`src/rtl/cc_pkg.sv`:
```
package cc_pkg;
  localparam logic [3:0] MODE_OFF      = 4'b0000;
  localparam logic [3:0] MODE_TOGGLE   = 4'b0010;
  localparam logic [3:0] MODE_CAP_FALL = 4'b0100;
  localparam logic [3:0] MODE_CAP_RISE = 4'b0101;
  localparam logic [3:0] MODE_CAP_4    = 4'b0110;
  localparam logic [3:0] MODE_CAP_16   = 4'b0111;
  localparam logic [3:0] MODE_SET      = 4'b1000;
  localparam logic [3:0] MODE_CLEAR    = 4'b1001;
  localparam logic [3:0] MODE_SOFT     = 4'b1010;
  localparam logic [3:0] MODE_SPECIAL  = 4'b1011;

  function automatic logic is_capture(input logic [3:0] m);
    return m[3:2] == 2'b01;
  endfunction

  function automatic logic is_compare(input logic [3:0] m);
    return (m == MODE_TOGGLE) || (m[3:2] == 2'b10);
  endfunction

  function automatic logic is_off(input logic [3:0] m);
    return !is_capture(m) && !is_compare(m);
  endfunction

  function automatic logic drives_pin(input logic [3:0] m);
    return (m == MODE_TOGGLE) || (m == MODE_SET) || (m == MODE_CLEAR);
  endfunction
endpackage

```
`src/rtl/cc_sync_edge.sv`:
```
module cc_sync_edge #(
  parameter int STAGES = 2
) (
  input  logic clk,
  input  logic rst_n,
  input  logic pin_i,
  output logic rise_o,
  output logic fall_o
);
  // sr[STAGES-1] is the synchronized level, sr[STAGES] its previous value
  logic [STAGES:0] sr;

  always_ff @(posedge clk or negedge rst_n) begin
    if (!rst_n) sr <= '0;
    else        sr <= {sr[STAGES-1:0], pin_i};
  end

  assign rise_o = sr[STAGES-1] & ~sr[STAGES];
  assign fall_o = ~sr[STAGES-1] & sr[STAGES];
endmodule

```
`src/rtl/cc_prescale.sv`:
```
module cc_prescale
  import cc_pkg::*;
#(
  parameter int FAST = 4,
  parameter int SLOW = 16
) (
  input  logic       clk,
  input  logic       rst_n,
  input  logic [3:0] mode_i,
  input  logic       rise_i,
  output logic       fire_o
);
  localparam int CW = $clog2(SLOW);

  logic [CW-1:0] cnt;
  logic [CW-1:0] lim;
  logic [3:0]    mode_q;
  logic          pre_mode, steady, at_lim;

  assign pre_mode = (mode_i == MODE_CAP_4) || (mode_i == MODE_CAP_16);
  assign steady   = (mode_i == mode_q);
  assign lim      = (mode_i == MODE_CAP_16) ? CW'(SLOW - 1) : CW'(FAST - 1);
  assign at_lim   = (cnt == lim);
  assign fire_o   = pre_mode & steady & rise_i & at_lim;

  always_ff @(posedge clk or negedge rst_n) begin
    if (!rst_n) begin
      mode_q <= MODE_OFF;
      cnt    <= '0;
    end else begin
      mode_q <= mode_i;
      if (!pre_mode || !steady) cnt <= '0;
      else if (rise_i)          cnt <= at_lim ? '0 : cnt + 1'b1;
    end
  end
endmodule

```
`src/rtl/cc_compare.sv`:
```
module cc_compare #(
  parameter int W = 16
) (
  input  logic         clk,
  input  logic         rst_n,
  input  logic         off_i,
  input  logic [W-1:0] tmr_i,
  input  logic [W-1:0] cmp_i,
  output logic         hit_o
);
  logic eq, eq_q;

  assign eq    = (tmr_i == cmp_i);
  assign hit_o = eq & ~eq_q;

  always_ff @(posedge clk or negedge rst_n) begin
    if (!rst_n)     eq_q <= 1'b0;
    else if (off_i) eq_q <= 1'b0;
    else            eq_q <= eq;
  end
endmodule

```
`src/rtl/cc_unit.sv`:
```
module cc_unit
  import cc_pkg::*;
#(
  parameter int TMR_W       = 16,
  parameter int SYNC_STAGES = 2,
  parameter int PS_FAST     = 4,
  parameter int PS_SLOW     = 16
) (
  input  logic             clk,
  input  logic             rst_n,
  input  logic [3:0]       mode_i,
  input  logic [TMR_W-1:0] tmr_i,
  input  logic             pin_i,
  input  logic             cmp_valid_i,
  output logic             cmp_ready_o,
  input  logic [TMR_W-1:0] cmp_data_i,
  input  logic             flag_clr_i,
  input  logic             adc_en_i,
  output logic [TMR_W-1:0] cap_o,
  output logic             flag_o,
  output logic             pin_o,
  output logic             pin_oe_o,
  output logic             tmr_rst_o,
  output logic             conv_start_o
);
  logic [TMR_W-1:0] cmp_q, cap_q;
  logic flag_q, pin_q, rst_q, conv_q;
  logic rise, fall, fire, hit, off, cap_ev, cmp_ev, special;

  assign off = is_off(mode_i);

  cc_sync_edge #(.STAGES(SYNC_STAGES)) u_sync (
    .clk(clk), .rst_n(rst_n), .pin_i(pin_i), .rise_o(rise), .fall_o(fall)
  );

  cc_prescale #(.FAST(PS_FAST), .SLOW(PS_SLOW)) u_pre (
    .clk(clk), .rst_n(rst_n), .mode_i(mode_i), .rise_i(rise), .fire_o(fire)
  );

  cc_compare #(.W(TMR_W)) u_cmp (
    .clk(clk), .rst_n(rst_n), .off_i(off), .tmr_i(tmr_i), .cmp_i(cmp_q),
    .hit_o(hit)
  );

  assign cap_ev  = ((mode_i == MODE_CAP_FALL) & fall)
                 | ((mode_i == MODE_CAP_RISE) & rise)
                 | fire;
  assign cmp_ev  = is_compare(mode_i) & hit;
  assign special = cmp_ev & (mode_i == MODE_SPECIAL);

  // compare write port: never stalls
  assign cmp_ready_o = 1'b1;

  always_ff @(posedge clk or negedge rst_n) begin
    if (!rst_n)           cmp_q <= '0;
    else if (cmp_valid_i) cmp_q <= cmp_data_i;
  end

  always_ff @(posedge clk or negedge rst_n) begin
    if (!rst_n) begin
      cap_q  <= '0;
      flag_q <= 1'b0;
      pin_q  <= 1'b0;
      rst_q  <= 1'b0;
      conv_q <= 1'b0;
    end else if (off) begin
      cap_q  <= '0;
      flag_q <= 1'b0;
      pin_q  <= 1'b0;
      rst_q  <= 1'b0;
      conv_q <= 1'b0;
    end else begin
      if (cap_ev) cap_q <= tmr_i;
      if (cap_ev || cmp_ev) flag_q <= 1'b1;
      else if (flag_clr_i)  flag_q <= 1'b0;
      if (cmp_ev) begin
        case (mode_i)
          MODE_TOGGLE: pin_q <= ~pin_q;
          MODE_SET:    pin_q <= 1'b1;
          MODE_CLEAR:  pin_q <= 1'b0;
          default:     pin_q <= pin_q;
        endcase
      end
      rst_q  <= special;
      conv_q <= special & adc_en_i;
    end
  end

  assign cap_o        = cap_q;
  assign flag_o       = flag_q;
  assign pin_o        = pin_q;
  assign pin_oe_o     = drives_pin(mode_i);
  assign tmr_rst_o    = rst_q;
  assign conv_start_o = conv_q;
endmodule

```
`config.mk`:
```
export PLATFORM = sky130hd
export DESIGN_NAME = cc_unit
export DESIGN_NICKNAME = d
export VERILOG_FILES = /design/src/rtl/cc_pkg.sv /design/src/rtl/cc_sync_edge.sv /design/src/rtl/cc_prescale.sv /design/src/rtl/cc_compare.sv /design/src/rtl/cc_unit.sv
export SDC_FILE = /design/constraint.sdc
export NUM_CORES = 1
export LEC_CHECK = 0
export BUFFER_PORTS_ARGS = -buffer_cell sky130_fd_sc_hd__buf_4
export CORE_AREA = 2 2 77 97
export CTS_CLUSTER_SIZE = 20
export DETAILED_ROUTE_END_ITERATION = 12
export DIE_AREA = 0 0 79 99
export PLACE_DENSITY = 0.52
export SYNTH_ARGS = -nofsm -noshare
export SYNTH_HDL_FRONTEND = slang
export SYNTH_SLANG_ARGS = --single-unit
```
`constraint.sdc`:
```
create_clock -name clk -period 5.2 [get_ports clk]
set_clock_uncertainty 0.05 [all_clocks]
set_input_delay 1.56 -clock clk [delete_from_list [all_inputs] [get_ports clk]]
set_output_delay 1.56 -clock clk [all_outputs]
set_load 0.02 [all_outputs]
```
== After elaboration in Yosys (flattened, before gate mapping) ==
Index checks and enable logic that the tools add are counted.

* Add/sub/neg operators: 1
* Multipliers: 0
* Div/mod/pow operators: 0
* $lt $le $gt $ge: 0
* Eq/ne operators: 13
* Shift operators: 0
* Multiplexer cells: 15
* Bitwise gates (word level): 17
* Reductions and logical operators: 17

{| class="wikitable"
|+ Operators by type and width
! kind !! count
|-
| 16-bit two-way mux || 2
|-
| 16-bit == test || 1
|-
| 4-bit by 3-bit == test with 1-bit output (second input constant) || 4
|-
| 4-bit two-way mux || 4
|-
| 4-bit == test (second input constant) || 3
|-
| 1-bit AND || 11
|-
| 4-bit == test || 2
|-
| 1-bit two-way mux || 8
|-
| 1-bit logical OR || 6
|-
| 2-bit nonzero test || 3
|-
| 4-bit by 1-bit adder with 4-bit output (second input constant) || 1
|-
| 4-bit by 2-bit == test with 1-bit output (second input constant) || 1
|-
| 1-bit logical NOT || 4
|-
| 1-bit inverter || 4
|-
| 4-bit nonzero test || 1
|-
| 1-bit case mux with 3 select lines || 1
|-
| 3-bit nonzero test || 1
|-
| 2-bit by 1-bit == test with 1-bit output (second input constant) || 1
|-
| 2-bit == test (second input constant) || 1
|-
| 1-bit bitwise OR || 2
|-
| 2-bit AND reduction || 1
|-
| 1-bit logical AND || 1
|}

* Bits in registers: 48
* Latch bits: 0
* Bits in writable memories: 0
* ROM bits: 0
* Bits of input ports: 42
* Output and inout bits: 22
* Logic and storage cells: 73
* Memories: 0

== Depth between registers and ports, before layout ==
* Depth in word-level cells: 9
* Depth in mapped cells: 9
* Gate-level depth less buffers: 5

== By module ==
A second synthesis with hierarchy kept.

* Cells, all modules: 205
* Area total of the unflattened synthesis: 2436.1 um2

{| class="wikitable"
|+ Modules (own cells, without submodules)
! module !! times used !! cells an instance !! area each (um2) !! seq. area each (um2)
|-
| cc_unit || 1 || 142 || 1762.9 || 900.9
|-
| cc_prescale || 1 || 34 || 379.1 || 200.2
|-
| cc_compare || 1 || 24 || 203.9 || 25.0
|-
| cc_sync_edge || 1 || 5 || 90.1 || 75.1
|}

== Least setup slack after synthesis ==
No wires, ideal clock.

* Path kind: input to output
* From: input port mode_i[3]
* To: output port pin_oe_o
* Data arrival time: 2158 ps
* Data required time: 3590 ps
* Path slack: 1432 ps
* Cell stages on the path: 4
* Buffers on the path: 1
* Cells stage by stage: buf_6 > nor2_1 > mux2i_1 > nor2_1

* Longest elaborated chain between the ends: 3
* Elaborated cells between the ends (all ways): 5
* Those cells by class: 3 x eq/ne; 2 x reduce/logical

{| class="wikitable"
|+ Ends and longest elaborated chain
! item !! RTL line !! text
|-
| from (decl) || cc_unit.sv:11 || <nowiki>input logic [3:0] mode_i,</nowiki>
|-
| 4-bit by 2-bit == test with 1-bit output or 4-bit == test (tied branches) || cc_pkg.sv:26 || <nowiki>return (m == MODE_TOGGLE) || (m == MODE_SET) || (m == MODE_CLEAR);</nowiki>
|-
| 1-bit logical OR || cc_pkg.sv:26 ||
|-
| 1-bit logical OR (*) || cc_pkg.sv:26 ||
|-
| to (decl) || cc_unit.sv:22 || <nowiki>output logic pin_oe_o,</nowiki>
|}

Mark *: on every way between the ends. The rest lies on a longest branch, timed or not.

== Worst setup path after layout ==
Ends and elaborated chain as after synthesis.

==> metrics <==
status completed; total negative setup slack 0 ns; gr ovfl total 0; htree depth 2; Cells after Synth 206; final hold vios 0; Seq cells post-synth 48; Seq pwr share 0.524; RSZ-0062 raised after global routing false; Row Count 34; top-area cell type share of the netlist area 0.510; CTS Buffer Depth 2; buffer count from post-CTS setup fixing 0; 1st-iter DRT viols 56; clock network fraction of total power 0.349; Num CTS Buffers 5; CTS Hold Bufs 0; Pint 584 uW; vias in the first global route 1647; Ys Warns 0; first-pass GRT wire length 8450 um; Peak supply drop 0.141 mV; Via Count 1721; via-per-instance ratio 4.90; LEAKAGE 0.00129 uW; post_cts resized 0; max-slew violation count 0; crit end category output port; WL final 5140 um; Net Sw Frac 0.237; Total GRT Usage 0.141; Worst Path Required 3.59 ns; fin util 0.421; hold wc startpoint u_sync.sr[0]$_DFF_PN0_; Final #Nets 303; synthesized area per cell 11.4 um2; # setup viols final 0; Max Cap Violations 0; number of diodes 0; Peak Freq 265 MHz; Rel. slew slack 0.321; syn nets 249; layout cells sized above 1 0.360; core area 6890 um2; post-synth top area cell dfrtp_1; drt pass-1 iters 4; Crit Reg-Reg Endpoint cap_o[0]$_DFFE_PN0P_; sequential fraction of the synthesis area 0.510; DRC violations left 0; die area 7820 um2; Synth Cell Area 2360 um2; hold worst-path end u_sync.sr[1]$_DFF_PN0_; commonest non-fill, non-tap cell in the layout buf_4; GP Congestion 0.738; PwrDens 264 nW/um2; Final Critical Period 3.78 ns; largest net degree at the start of global routing 49; Port Buf Inserts 62; Critical Path Source Type input port; IO Count 64; Slew @ Worst Pin 1.02 ns; Final period util 0.727; DR WL/cell 14.6 um; Crit Path Category in2out; Routed Antenna Nets 0; WHS Path Cells 0; DPL Wire Length 3760 um; area delta synth->final 23.0%; CTS tree built; commonest non-fill, non-tap cells in the layout buf_4 (62), dfrtp_1 (48), a21oi_1 (20); root buf cell clkbuf_8; FF-to-FF setup slack 3.09 ns; initial antenna violation count 0; largest cells by area after synthesis dfrtp_1 (51%), mux2_2 (7.6%), xor2_1 (6.3%); Worst-path clk slew 0.09 ns; Die Y 99 um; Sink Count 48; NetSw 182 uW; Synth cell types 48; Comb power frac 0.127; R2R depth 5; worst-skew pair later-pin latency 0.30 ns; CP arrival 2.17 ns; Hold/Removal Path Class reg2reg; Die W 79 um; Initial Utilization 0.342; CP Max Fanout 11; worst r2r src u_pre.mode_q[0]$_DFF_PN0_
[stage by stage]
step	area (um2)	worst slack [ns]	hold WS, ns	instances	power, uW
floorplan	2360	1.43	0.281	206	463
global placement	2790	1.44	0.285	343	508
detailed placement	2790	1.43	0.286	343	509
CTS	2900	1.42	0.307	351	780
global route	2900	1.36	0.320	351	810
finish	2900	1.42	0.305	351	766
[cell families (layout without fill, tap and decap cells)]
| logic type | count (synthesis) | in the layout | synth area share |
|---|---|---|---|
| flip-flops | 48 | 48 | 0.510 |
| multiplexers | 18 | 18 | 0.0871 |
| AND/OR/NAND/NOR | 53 | 53 | 0.128 |
| adder cells (fa/ha/maj) | 1 | 1 | 0.00531 |
| XOR/XNOR | 17 | 17 | 0.0632 |
| AO/OA/AOI/OAI | 50 | 50 | 0.140 |
| buffers and inverters | 18 | 73 | 0.0653 |
| other | 1 | 1 | 0.00159 |
[power groups by stage]
stage                     registers (uW)  logic (uW)  clock network, uW
final                                401        97.1                267
after CTS                            402         100                278
after global placement               409        99.3                  0
after detailed placement             409        99.5                  0
after floorplan                      410        53.2                  0
after global routing                 404         108                298
[how the worst max path moves through the flow]
| stage | from | endpoint | slack, ns |
|---|---|---|---|
| 5_1_grt | mode_i[3] | pin_oe_o | 1.36 |
| 4_1_cts | mode_i[3] | pin_oe_o | 1.42 |
| 6_report | mode_i[3] | pin_oe_o | 1.42 |
| 2_1_floorplan | mode_i[3] | pin_oe_o | 1.43 |
| 3_3_place_gp | mode_i[3] | pin_oe_o | 1.44 |
| 3_5_place_dp | mode_i[3] | pin_oe_o | 1.43 |
[metal layers]
metal,track usage,vias up,part of all wire
met5,0,-,0
met1,0.188,819,0.45
met2,0.219,52,0.48
met3,0.0366,6,0.058
li1,-,844,-
met4,0.0517,0,0.017
[cell usage after synthesis (all sizes together)]
| library cell | n |
|---|---|
| clkbuf | 6 |
| and3 | 2 |
| a41oi | 1 |
| dfrtp | 48 |
| nand4b | 2 |
| a211o | 4 |
| nor2b | 1 |
| nor3b | 1 |
| and4b | 1 |
| a2bb2oi | 1 |
| buf | 9 |
| or3 | 3 |
| conb | 1 |
| o21ai | 17 |
| nand2 | 8 |
| a211oi | 2 |
| mux2i | 1 |
| a31oi | 1 |
| nor3 | 1 |
| a32o | 1 |
| nand3b | 1 |
| mux2 | 17 |
| and2 | 1 |
| nor2 | 6 |
| nand2b | 2 |
| a311oi | 1 |
| or4b | 1 |
| nand4 | 1 |
| o2111ai | 1 |
| a21oi | 20 |
| xor2 | 17 |
| nor4 | 4 |
| ha | 1 |
| o22ai | 1 |
| inv | 3 |
| nand3 | 18 |
[layout make-up]
cell class,count,area (um2)
Fill cell,709,3990
Sequential cell,48,1200
Multi-Input combinational cell,140,1000
Timing Repair Buffer,62,465
Tap cell,90,113
Clock buffer,6,72.6
Clock inverter,2,35.0
Inverter,3,11.3
[critical path, cell delays in order]
cell     delay (ns)
buf_4          0.14
nor2_1         0.15
mux2i_1        0.09
nor2_1         0.09
buf_4          0.14
[flip-flops by register name, indices dropped and copies added, names as in the netlist]
register      flops
u_cmp.eq_q        1
u_pre.cnt         4
flag_o            1
cmp_q            16
u_sync.sr         3
pin_o             1
u_pre.mode_q      4
cap_o            16
tmr_rst_o         1
conv_start_o      1
Note: power is estimated with default switching activity, not from simulation.
